File: config.mk
export PLATFORM = sky130hd
export DESIGN_NAME = pws_drain_seq
export DESIGN_NICKNAME = d
export VERILOG_FILES = /design/src/rtl/pws_pkg.sv /design/src/rtl/pws_lat_timer.sv /design/src/rtl/pws_addr_gen.sv /design/src/rtl/pws_ctrl.sv /design/src/rtl/pws_drain_seq.sv
export SDC_FILE = /design/constraint.sdc
export NUM_CORES = 1
export LEC_CHECK = 0
export BUFFER_PORTS_ARGS = -buffer_cell sky130_fd_sc_hd__buf_2
export CAP_MARGIN = 20
export CORE_ASPECT_RATIO = 2
export CORE_MARGIN = 8
export CORE_UTILIZATION = 40
export CTS_CLUSTER_DIAMETER = 40
export DETAILED_ROUTE_END_ITERATION = 6
export GPL_TIMING_DRIVEN = 0
export PLACE_DENSITY = 0.82
export SLEW_MARGIN = 20
export SYNTH_ARGS = -nofsm -noshare
export SYNTH_HDL_FRONTEND = slang
export SYNTH_HIERARCHICAL = 1
export SYNTH_SLANG_ARGS = --single-unit
File: constraint.sdc
create_clock -name clk -period 3.2 [get_ports clk]
set_input_delay 0.64 -clock clk [delete_from_list [all_inputs] [get_ports clk]]
set_output_delay 0.64 -clock clk [all_outputs]
set_load 0.05 [all_outputs]
File: src/rtl/pws_pkg.sv
package pws_pkg;

   typedef enum logic [2:0] {
      ST_IDLE = 3'd0,
      ST_REQ  = 3'd1,
      ST_ADDR = 3'd2,
      ST_DATA = 3'd3,
      ST_TURN = 3'd4
   } seq_state_e;

   localparam int unsigned DWORD_BYTES = 4;

endpackage

File: src/rtl/pws_lat_timer.sv
module pws_lat_timer #(
   parameter int TW       = 8,
   parameter int LT_STYLE = 0
) (
   input  logic          clk,
   input  logic          rst_n,
   input  logic          load,
   input  logic          run,
   input  logic [TW-1:0] init,
   output logic          expired
);

   generate
      if (LT_STYLE == 0) begin : g_down
         logic [TW-1:0] cnt_q;
         always_ff @(posedge clk or negedge rst_n) begin
            if (!rst_n) begin
               cnt_q <= '0;
            end else if (load) begin
               cnt_q <= init;
            end else if (run && cnt_q != '0) begin
               cnt_q <= cnt_q - TW'(1);
            end
         end
         assign expired = (cnt_q == '0);
      end else begin : g_up
         logic [TW-1:0] cnt_q;
         logic [TW-1:0] lim_q;
         always_ff @(posedge clk or negedge rst_n) begin
            if (!rst_n) begin
               cnt_q <= '0;
               lim_q <= '0;
            end else if (load) begin
               cnt_q <= '0;
               lim_q <= init;
            end else if (run && cnt_q != lim_q) begin
               cnt_q <= cnt_q + TW'(1);
            end
         end
         assign expired = (cnt_q == lim_q);
      end
   endgenerate

endmodule

File: src/rtl/pws_addr_gen.sv
module pws_addr_gen #(
   parameter int AW = 32
) (
   input  logic          clk,
   input  logic          rst_n,
   input  logic          start,
   input  logic [AW-1:0] start_addr,
   input  logic          step,
   output logic [AW-1:0] addr
);
   import pws_pkg::*;

   localparam logic [AW-1:0] STRIDE = AW'(DWORD_BYTES);

   logic [AW-1:0] addr_q;

   always_ff @(posedge clk or negedge rst_n) begin
      if (!rst_n) begin
         addr_q <= '0;
      end else if (start) begin
         addr_q <= start_addr;
      end else if (step) begin
         addr_q <= addr_q + STRIDE;
      end
   end

   assign addr = addr_q;

endmodule

File: src/rtl/pws_ctrl.sv
module pws_ctrl #(
   parameter int LW = 10
) (
   input  logic          clk,
   input  logic          rst_n,
   input  logic          job_valid,
   input  logic [LW-1:0] job_len,
   input  logic          gnt,
   input  logic          tgt_ready,
   input  logic          tgt_disc,
   input  logic          tgt_retry,
   input  logic          tgt_abort,
   input  logic          lt_expired,
   output logic          job_ack,
   output logic          req,
   output logic          frame,
   output logic          addr_phase,
   output logic          data_phase,
   output logic          pop,
   output logic          done,
   output logic          drop,
   output logic          lt_load,
   output logic          lt_run
);
   import pws_pkg::*;

   seq_state_e    state_q, state_d;
   logic [LW-1:0] remain_q;
   logic          accept;
   logic          last;
   logic          early_end;

   assign accept    = tgt_ready && !tgt_retry && !tgt_abort;
   assign last      = (remain_q == LW'(1));
   assign early_end = tgt_retry || tgt_disc || (lt_expired && !gnt);

   always_comb begin
      state_d = state_q;
      job_ack = 1'b0;
      pop     = 1'b0;
      done    = 1'b0;
      drop    = 1'b0;
      unique case (state_q)
         ST_IDLE: begin
            if (job_valid) begin
               job_ack = 1'b1;
               if (job_len == '0) begin
                  done = 1'b1;
               end else begin
                  state_d = ST_REQ;
               end
            end
         end
         ST_REQ: begin
            if (gnt) state_d = ST_ADDR;
         end
         ST_ADDR: begin
            state_d = ST_DATA;
         end
         ST_DATA: begin
            if (tgt_abort) begin
               drop    = 1'b1;
               state_d = ST_IDLE;
            end else begin
               pop = accept;
               if (accept && last) begin
                  done    = 1'b1;
                  state_d = ST_IDLE;
               end else if (early_end) begin
                  state_d = ST_TURN;
               end
            end
         end
         ST_TURN: begin
            state_d = ST_REQ;
         end
         default: state_d = ST_IDLE;
      endcase
   end

   always_ff @(posedge clk or negedge rst_n) begin
      if (!rst_n) begin
         state_q  <= ST_IDLE;
         remain_q <= '0;
      end else begin
         state_q <= state_d;
         if (job_ack) begin
            remain_q <= job_len;
         end else if (pop) begin
            remain_q <= remain_q - LW'(1);
         end
      end
   end

   assign req        = (state_q != ST_IDLE);
   assign addr_phase = (state_q == ST_ADDR);
   assign data_phase = (state_q == ST_DATA);
   assign frame      = addr_phase || data_phase;
   assign lt_load    = addr_phase;
   assign lt_run     = data_phase;

endmodule

File: src/rtl/pws_drain_seq.sv
module pws_drain_seq #(
   parameter int AW       = 32,
   parameter int DW       = 32,
   parameter int LW       = 10,
   parameter int TW       = 8,
   parameter int LT_STYLE = 0
) (
   input  logic          clk,
   input  logic          rst_n,
   input  logic          job_valid,
   input  logic [AW-1:0] job_addr,
   input  logic [LW-1:0] job_len,
   output logic          job_ack,
   input  logic [DW-1:0] buf_rdata,
   output logic          buf_pop,
   output logic          bus_req,
   input  logic          bus_gnt,
   input  logic [TW-1:0] lat_init,
   output logic          tx_frame,
   output logic          tx_addr_phase,
   output logic          tx_data_phase,
   output logic [AW-1:0] tx_addr,
   output logic [DW-1:0] tx_wdata,
   input  logic          tgt_ready,
   input  logic          tgt_disc,
   input  logic          tgt_retry,
   input  logic          tgt_abort,
   output logic          xfer_done,
   output logic          xfer_drop,
   output logic          sts_abort,
   input  logic          sts_abort_clr
);

   generate
      if (AW < 8 || AW > 64) begin : g_bad_aw
         $error("pws_drain_seq: AW must lie in 8..64");
      end
      if (DW < 8) begin : g_bad_dw
         $error("pws_drain_seq: DW must be at least 8");
      end
      if (LW < 1 || TW < 1) begin : g_bad_cnt
         $error("pws_drain_seq: LW and TW must be positive");
      end
      if (LT_STYLE != 0 && LT_STYLE != 1) begin : g_bad_style
         $error("pws_drain_seq: LT_STYLE must be 0 or 1");
      end
   endgenerate

   logic lt_load, lt_run, lt_expired;
   logic pop, drop;
   logic sts_q;

   pws_ctrl #(.LW(LW)) u_ctrl (
      .clk        (clk),
      .rst_n      (rst_n),
      .job_valid  (job_valid),
      .job_len    (job_len),
      .gnt        (bus_gnt),
      .tgt_ready  (tgt_ready),
      .tgt_disc   (tgt_disc),
      .tgt_retry  (tgt_retry),
      .tgt_abort  (tgt_abort),
      .lt_expired (lt_expired),
      .job_ack    (job_ack),
      .req        (bus_req),
      .frame      (tx_frame),
      .addr_phase (tx_addr_phase),
      .data_phase (tx_data_phase),
      .pop        (pop),
      .done       (xfer_done),
      .drop       (drop),
      .lt_load    (lt_load),
      .lt_run     (lt_run)
   );

   pws_lat_timer #(.TW(TW), .LT_STYLE(LT_STYLE)) u_timer (
      .clk     (clk),
      .rst_n   (rst_n),
      .load    (lt_load),
      .run     (lt_run),
      .init    (lat_init),
      .expired (lt_expired)
   );

   pws_addr_gen #(.AW(AW)) u_addr (
      .clk        (clk),
      .rst_n      (rst_n),
      .start      (job_ack),
      .start_addr (job_addr),
      .step       (pop),
      .addr       (tx_addr)
   );

   always_ff @(posedge clk or negedge rst_n) begin
      if (!rst_n) begin
         sts_q <= 1'b0;
      end else if (drop) begin
         sts_q <= 1'b1;
      end else if (sts_abort_clr) begin
         sts_q <= 1'b0;
      end
   end

   assign buf_pop   = pop;
   assign xfer_drop = drop;
   assign sts_abort = sts_q;
   assign tx_wdata  = buf_rdata;

endmodule

# Yosys cells after proc, flatten, opt, wreduce, memory -nomap -nowiden
# Cells that the tools add are included.
# Widths: inputs -> output; s select.
[word_totals]
input_bits = 91
output_inout_bits = 73
elab_cells = 63
register_bits = 54
[op_classes]
mux = 26
add_sub_neg = 3
n_eq_ne = 9
n_reduce_logical = 20
[ops]
columns = ["operator", "n"]
rows = [
  ["$mux 32", 2],
  ["$add 32x3->32 const B", 1],
  ["$mux 10", 2],
  ["$mux 3", 6],
  ["$mux 8", 2],
  ["$pmux 3 s5", 1],
  ["$mux 1", 12],
  ["$eq 10x1->1 const B", 1],
  ["$logic_not 10->1", 1],
  ["$sub 10x1->10 const B", 1],
  ["$logic_not 8->1", 1],
  ["$reduce_bool 8->1", 1],
  ["$sub 8x1->8 const B", 1],
  ["$eq 3x2->1 const B", 2],
  ["$ne 2x2->1 const B", 3],
  ["$reduce_bool 2->1", 3],
  ["$logic_and 1x1->1", 5],
  ["$ne 4x4->1 const B", 1],
  ["$reduce_and 4->1", 1],
  ["$eq 3x1->1 const B", 1],
  ["$eq 3x3->1 const B", 1],
  ["$logic_not 1->1", 3],
  ["$logic_not 3->1", 1],
  ["$logic_or 1x1->1", 3],
  ["other kinds (2)", 2],
]

# Depth between registers and ports, before layout
[depth]
ltp_word = 7
depth_mapped = 12
depth_no_buf = 8

# Cells and area by module
# Netlist, hierarchy kept.
[modules_own_cells]
columns = ["module", "instances", "seq_area_each_um2", "area_each_um2", "cells_per_inst"]
rows = [
  ["pws_addr_gen", 1, 800.8, 1820.5, 200],
  ["pws_ctrl", 1, 325.3, 920.9, 103],
  ["pws_lat_timer", 1, 200.2, 528.0, 58],
  ["pws_drain_seq", 1, 25.0, 276.5, 35],
]

# Worst setup path before layout
# Ideal clock, no wire load.
[synth_path]
path_kind = "input-to-reg"
startpoint = "input port tgt_abort"
endpoint = "register u_addr.addr_q[29] (netlist: u_addr/addr[29])"
arrival_ns = 3.073
n_path_buf = 2
path_slack_ns = 0.045
cell_stages = 9
t_required_ns = 3.118
cell_sequence = "nor3b_2 > nand2_1 > inv_1 > buf_6 > nand4_2 > buf_6 > or4b_4 > or4_1 > a31oi_1"
[synth_via]
elab_chain_len = 5
[synth_lines]
columns = ["element", "line", "rtl"]
rows = [
  ["start, declared", "pws_drain_seq.sv:27", "input logic tgt_abort,"],
  ["$logic_not 1->1", "pws_ctrl.sv:33", "assign accept = tgt_ready && !tgt_retry && !tgt_abort;"],
  ["$logic_and 1x1->1", "pws_ctrl.sv:33", ""],
  ["$mux 1 *", "pws_ctrl.sv:61", "if (tgt_abort) begin"],
  ["$mux 1 *", "pws_ctrl.sv:43", "unique case (state_q)"],
  ["via buf_pop", "pws_drain_seq.sv:15", "output logic buf_pop,"],
  ["$reduce_bool 2->1 (no line) *", "--", ""],
  ["end signal, assigned", "pws_addr_gen.sv:21", "addr_q <= start_addr;"],
  ["end signal, assigned", "pws_addr_gen.sv:23", "addr_q <= addr_q + STRIDE;"],
  ["end, declared", "pws_addr_gen.sv:15", "logic [AW-1:0] addr_q;"],
]
# The timed path passes the listed nets; every way through them passes the cells marked *.
# A chain may end at the register's enable or synchronous reset.

# Worst setup path after layout
[layout_path]
startpoint = "register u_ctrl.state_q[2]"
endpoint = "register u_addr.addr_q[26] (netlist: u_addr/addr[26])"
[layout_via]
elab_chain_len = 3
elab_cells_between_ends = 6
[layout_lines]
columns = ["element", "line", "rtl"]
rows = [
  ["start, declared", "pws_ctrl.sv:27", "seq_state_e state_q, state_d;"],
  ["start signal, assigned", "pws_ctrl.sv:86", "state_q <= state_d;"],
  ["$eq 3x2->1 or $logic_not 3->1 (tied branches)", "pws_ctrl.sv:43", ""],
  ["$mux 1", "pws_ctrl.sv:43", ""],
  ["$reduce_bool 2->1 (no line) or $mux 32 (tied branches)", "--", ""],
]
# Parallel ways exist; a longest one is shown, timed or not.

==> implementation parameters <==
Parameter                              Value

Global routing
  Global-route congestion overflow total ... 0
  Via count of the first global-routing pass ... 3639
  Largest net degree at the start of global routing ... 55
  Initial antenna violation count ... 0
  Global routing usage summed across all routing layers ... 17.4%
  Wire length of the first global-routing pass ... 17.0 mm

Timing
  Unrepaired setup endpoints after global routing ... false
  Worst-margin pin slew ... 0.724 ns
  Setup skew after layout ... 0.00732 ns
  Number of max-slew violations in the final report ... 0
  Worst hold slack ... 0.404 ns
  Highest clock rate ... 333 MHz
  Slew headroom ... 51.7%
  Number of failing hold endpoints at the final stage ... 0
  Setup-violating endpoint count in the final report ... 0
  Minimum period implied by the final worst setup slack ... 3.00 ns
  Share of the clock period used by the worst path after layout ... 93.7%

Clock tree
  Clock H-tree levels ... 2
  Clock slew at reported path FFs ... 0.07 ns
  Number of hold-repair buffers added at the cts stage ... 0
  Number of buffers added by the clock tree synthesis step ... 5
  Clock sinks ... 54
  Clk buf depth ... 2
  Worst skew pair latency ... 0.29 ns
  Buffers inserted by post-CTS timing repair ... 0
  Number of resized instances in the post-cts repair step ... 0
  TritonCTS clock tree ... yes
  Root buf cell ... sky130_fd_sc_hd__clkbuf_16

Logic synthesis
  Most frequent cell after synthesis ... sky130_fd_sc_hd__dfrtp_1
  Register area share after synthesis ... 38.1%
  Total of flip-flops plus latches after synthesis ... 54
  Most instantiated cells after synthesis ... sky130_fd_sc_hd__dfrtp_1, sky130_fd_sc_hd__nand2_1, sky130_fd_sc_hd__buf_4
  EDFF count, synth ... 0
  Dominant register cell in the synthesized netlist ... sky130_fd_sc_hd__dfrtp_1
  Number of nets produced by synthesis ... 492
  YS warnings ... 6
  Syn Inst Count ... 396
  Async set-reset flop share out of synthesis ... 100%
  Share of the synthesized area in the top cell type ... 38.1%
  Leading post-synthesis cells by cell area ... sky130_fd_sc_hd__dfrtp_1, sky130_fd_sc_hd__buf_4, sky130_fd_sc_hd__nand2_1
  Number of distinct library cell variants in the gate-level netlist after synthesis ... 61
  Avg Cell Area, Syn ... 8.95 um^2
  Cell area after synthesis ... 3550 um^2
  Dominant cell type by area after synthesis ... sky130_fd_sc_hd__dfrtp_1

Critical path
  CP peak stage delay ... 0.46 ns
  Worst path cell trace ... nand3b_1 -> inv_2 -> nand2_1 -> inv_1 -> buf_6 -> nand4_2 -> buf_6 -> or3_1 -> clkbuf_1 -> or4_1 -> a31oi_1
  Gate family responsible for the most delay along the worst path ... simple AND/OR/NAND/NOR gates
  Category of the most critical setup path ... reg2reg
  Kind of start point of the critical path ... flop
  Crit path buf inv count ... 5
  Worst Reg2Reg Path Length in Cells ... 11
  Critical path fanouts, max ... 10
  Reg-to-Reg End ... u_addr/addr[26]$_DFFE_PN0N_
  Critical register-to-register path startpoint ... u_ctrl/state_q[2]$_DFFE_PN0P_
  Most common cell on crit path ... sky130_fd_sc_hd__buf_6
  Required time of the critical path ... 3.41 ns
  Endpoint class of the critical path ... flop
  Reg2reg setup slack ... 0.20 ns
  CP max-delay cell ... sky130_fd_sc_hd__or4_1
  Arrival time of data at the critical path endpoint ... 3.21 ns

Power
  Leak ... 2.02 nW
  Pwr/cell area ... 990 nW/um^2
  Max VDD drop ... 0.000506 V

Placement
  Placed wire-length estimate ... 8.99 mm
  Instance count after placement with tap cells included ... 627
  Number of port buffers ... 131
  GPL Wtd Cong ... 0.914

Floorplan
  Site row count ... 48
  Starting Density ... 41.0%
  Area of the die ... 12300 um^2
  DIE WIDTH ... 82.6 um
  Core region area ... 8650 um^2
  Top Ports ... 164
  Height of the chip ... 149 um

Drt
  Initial detailed-routing violation count ... 184
  Number of routed nets with antenna violations ... 0
  DR pass1 iterations ... 4
  Average wire per standard cell ... 17.5 um
  Post-detailed-routing wire length ... 11.1 mm
  Number of design rule violations left after detail routing ... 0
  Routed via count divided by cell count ... 5.72
  Count of vias placed by the detailed router ... 3632

Cells and area
  Layout area overhead ... 26.8%
  Final standard cell count with taps included and fillers excluded ... 635
  N_diodes ... 0
  Share of cells above drive strength 1 ... 36.4%
  Final net count ... 630

Flow run
  Maximum capacitance violations ... 0

Status
  Status ... complete, no violations

Hold path
  Path category of the worst min-delay check ... in2async
## metrics by stage
stage / util (%) / TNS [ns] / setup WS (ns) / total power, mW / instance area [um^2]
detailed placement: 50.1 / -0.327 / -0.0931 / 3.83 / 4330
global route: 52.0 / 0 / 0.0740 / 4.72 / 4500
finish: 52.0 / 0 / 0.201 / 4.45 / 4500
global placement: 50.0 / -0.0842 / -0.0381 / 3.75 / 4330
CTS: 52.0 / 0 / 0.190 / 4.46 / 4500
floorplan: - / 0 / 0.0453 / 3.18 / 3550
## worst reg2reg max path: cells and delay by family, from the launching register on
| kind | cells | cell delay, ns |
|---|---|---|
| flops | 1 | 0.45 |
| simple gates | 5 | 1.37 |
| compound gates | 1 | 0.18 |
| buf+inv | 5 | 0.92 |
## how the worst max path moves through the flow
stage / start / end / slack [ns] / cells after the start
5_1_grt: u_ctrl/state_q[2]$_DFFE_PN0P_ / u_addr/addr[27]$_DFFE_PN0N_ / 0.07 / 10
4_1_cts: u_ctrl/state_q[2]$_DFFE_PN0P_ / u_addr/addr[27]$_DFFE_PN0N_ / 0.19 / 10
2_1_floorplan: tgt_abort / u_addr/addr[29]$_DFFE_PN0N_ / 0.05 / 9
3_3_place_gp: tgt_abort / u_addr/addr[28]$_DFFE_PN0N_ / -0.04 / 11
3_5_place_dp: tgt_abort / u_addr/addr[27]$_DFFE_PN0N_ / -0.09 / 10
6_report: u_ctrl/state_q[2]$_DFFE_PN0P_ / u_addr/addr[26]$_DFFE_PN0N_ / 0.20 / 11
## area by class of cell
| class | count | area [um^2] |
|---|---|---|
| sequential | 54 | 1350 |
| fill | 822 | 4150 |
| multi-input combinational | 276 | 1770 |
| buffer | 52 | 363 |
| tap | 100 | 125 |
| clock buffer | 6 | 129 |
| timing repair buffer | 131 | 658 |
| inverter | 14 | 57.6 |
| clock inverter | 2 | 37.5 |
## cells by family (layout without fill, tap and decap cells)
group / Yosys count / count (layout) / share of synthesized area, %
flip-flops: 54 / 54 / 38.1
multiplexers: 5 / 5 / 1.48
AND/OR/NAND/NOR: 166 / 166 / 26.7
XOR/XNOR: 18 / 18 / 4.45
AO/OA/AOI/OAI: 82 / 82 / 15.6
buffers and inverters: 66 / 205 / 11.9
adder cells (fa/ha/maj): 5 / 5 / 1.76
## cell usage in the layout, fill, tap and decap left out, drive strengths merged, types with 2 or more instances in the layout
cell type	instances
a211o	3
a21o	2
a21oi	5
a221o	4
a31oi	16
and2	2
and4	6
buf	173
clkbuf	16
clkinv	3
dfrtp	54
ha	5
inv	11
mux2	2
mux2i	3
nand2	39
nand3	17
nand4	13
nor2	27
nor2b	3
nor3	11
nor3b	5
nor4	10
o211ai	3
o21ai	23
o31a	2
o31ai	13
or3	5
or3b	3
or4	16
or4b	3
xnor2	11
xor2	7
## power by group
part	switching, mW	leakage [nW]	internal, mW
combinational	1.66	1.30	0.747
sequential	0.414	0.648	1.01
clock	0.252	0.0771	0.370
## metal layers
metal	global-route usage [%]	share of wire, %	up-vias
li1	-	-	1708
met1	16.0	32	1731
met2	33.8	56	164
met3	2.84	8.7	29
met4	9.13	3.4	0
met5	0	0	-
## flip-flops by register name, summed over array words and instances, names as in the netlist
| register | flops |
|---|---|
| sts_abort | 1 |
| u_addr/addr | 32 |
| u_ctrl/remain_q | 10 |
| u_ctrl/state_q | 3 |
| u_timer/g_down.cnt_q | 8 |
Note: power is estimated with default switching activity, not from simulation.
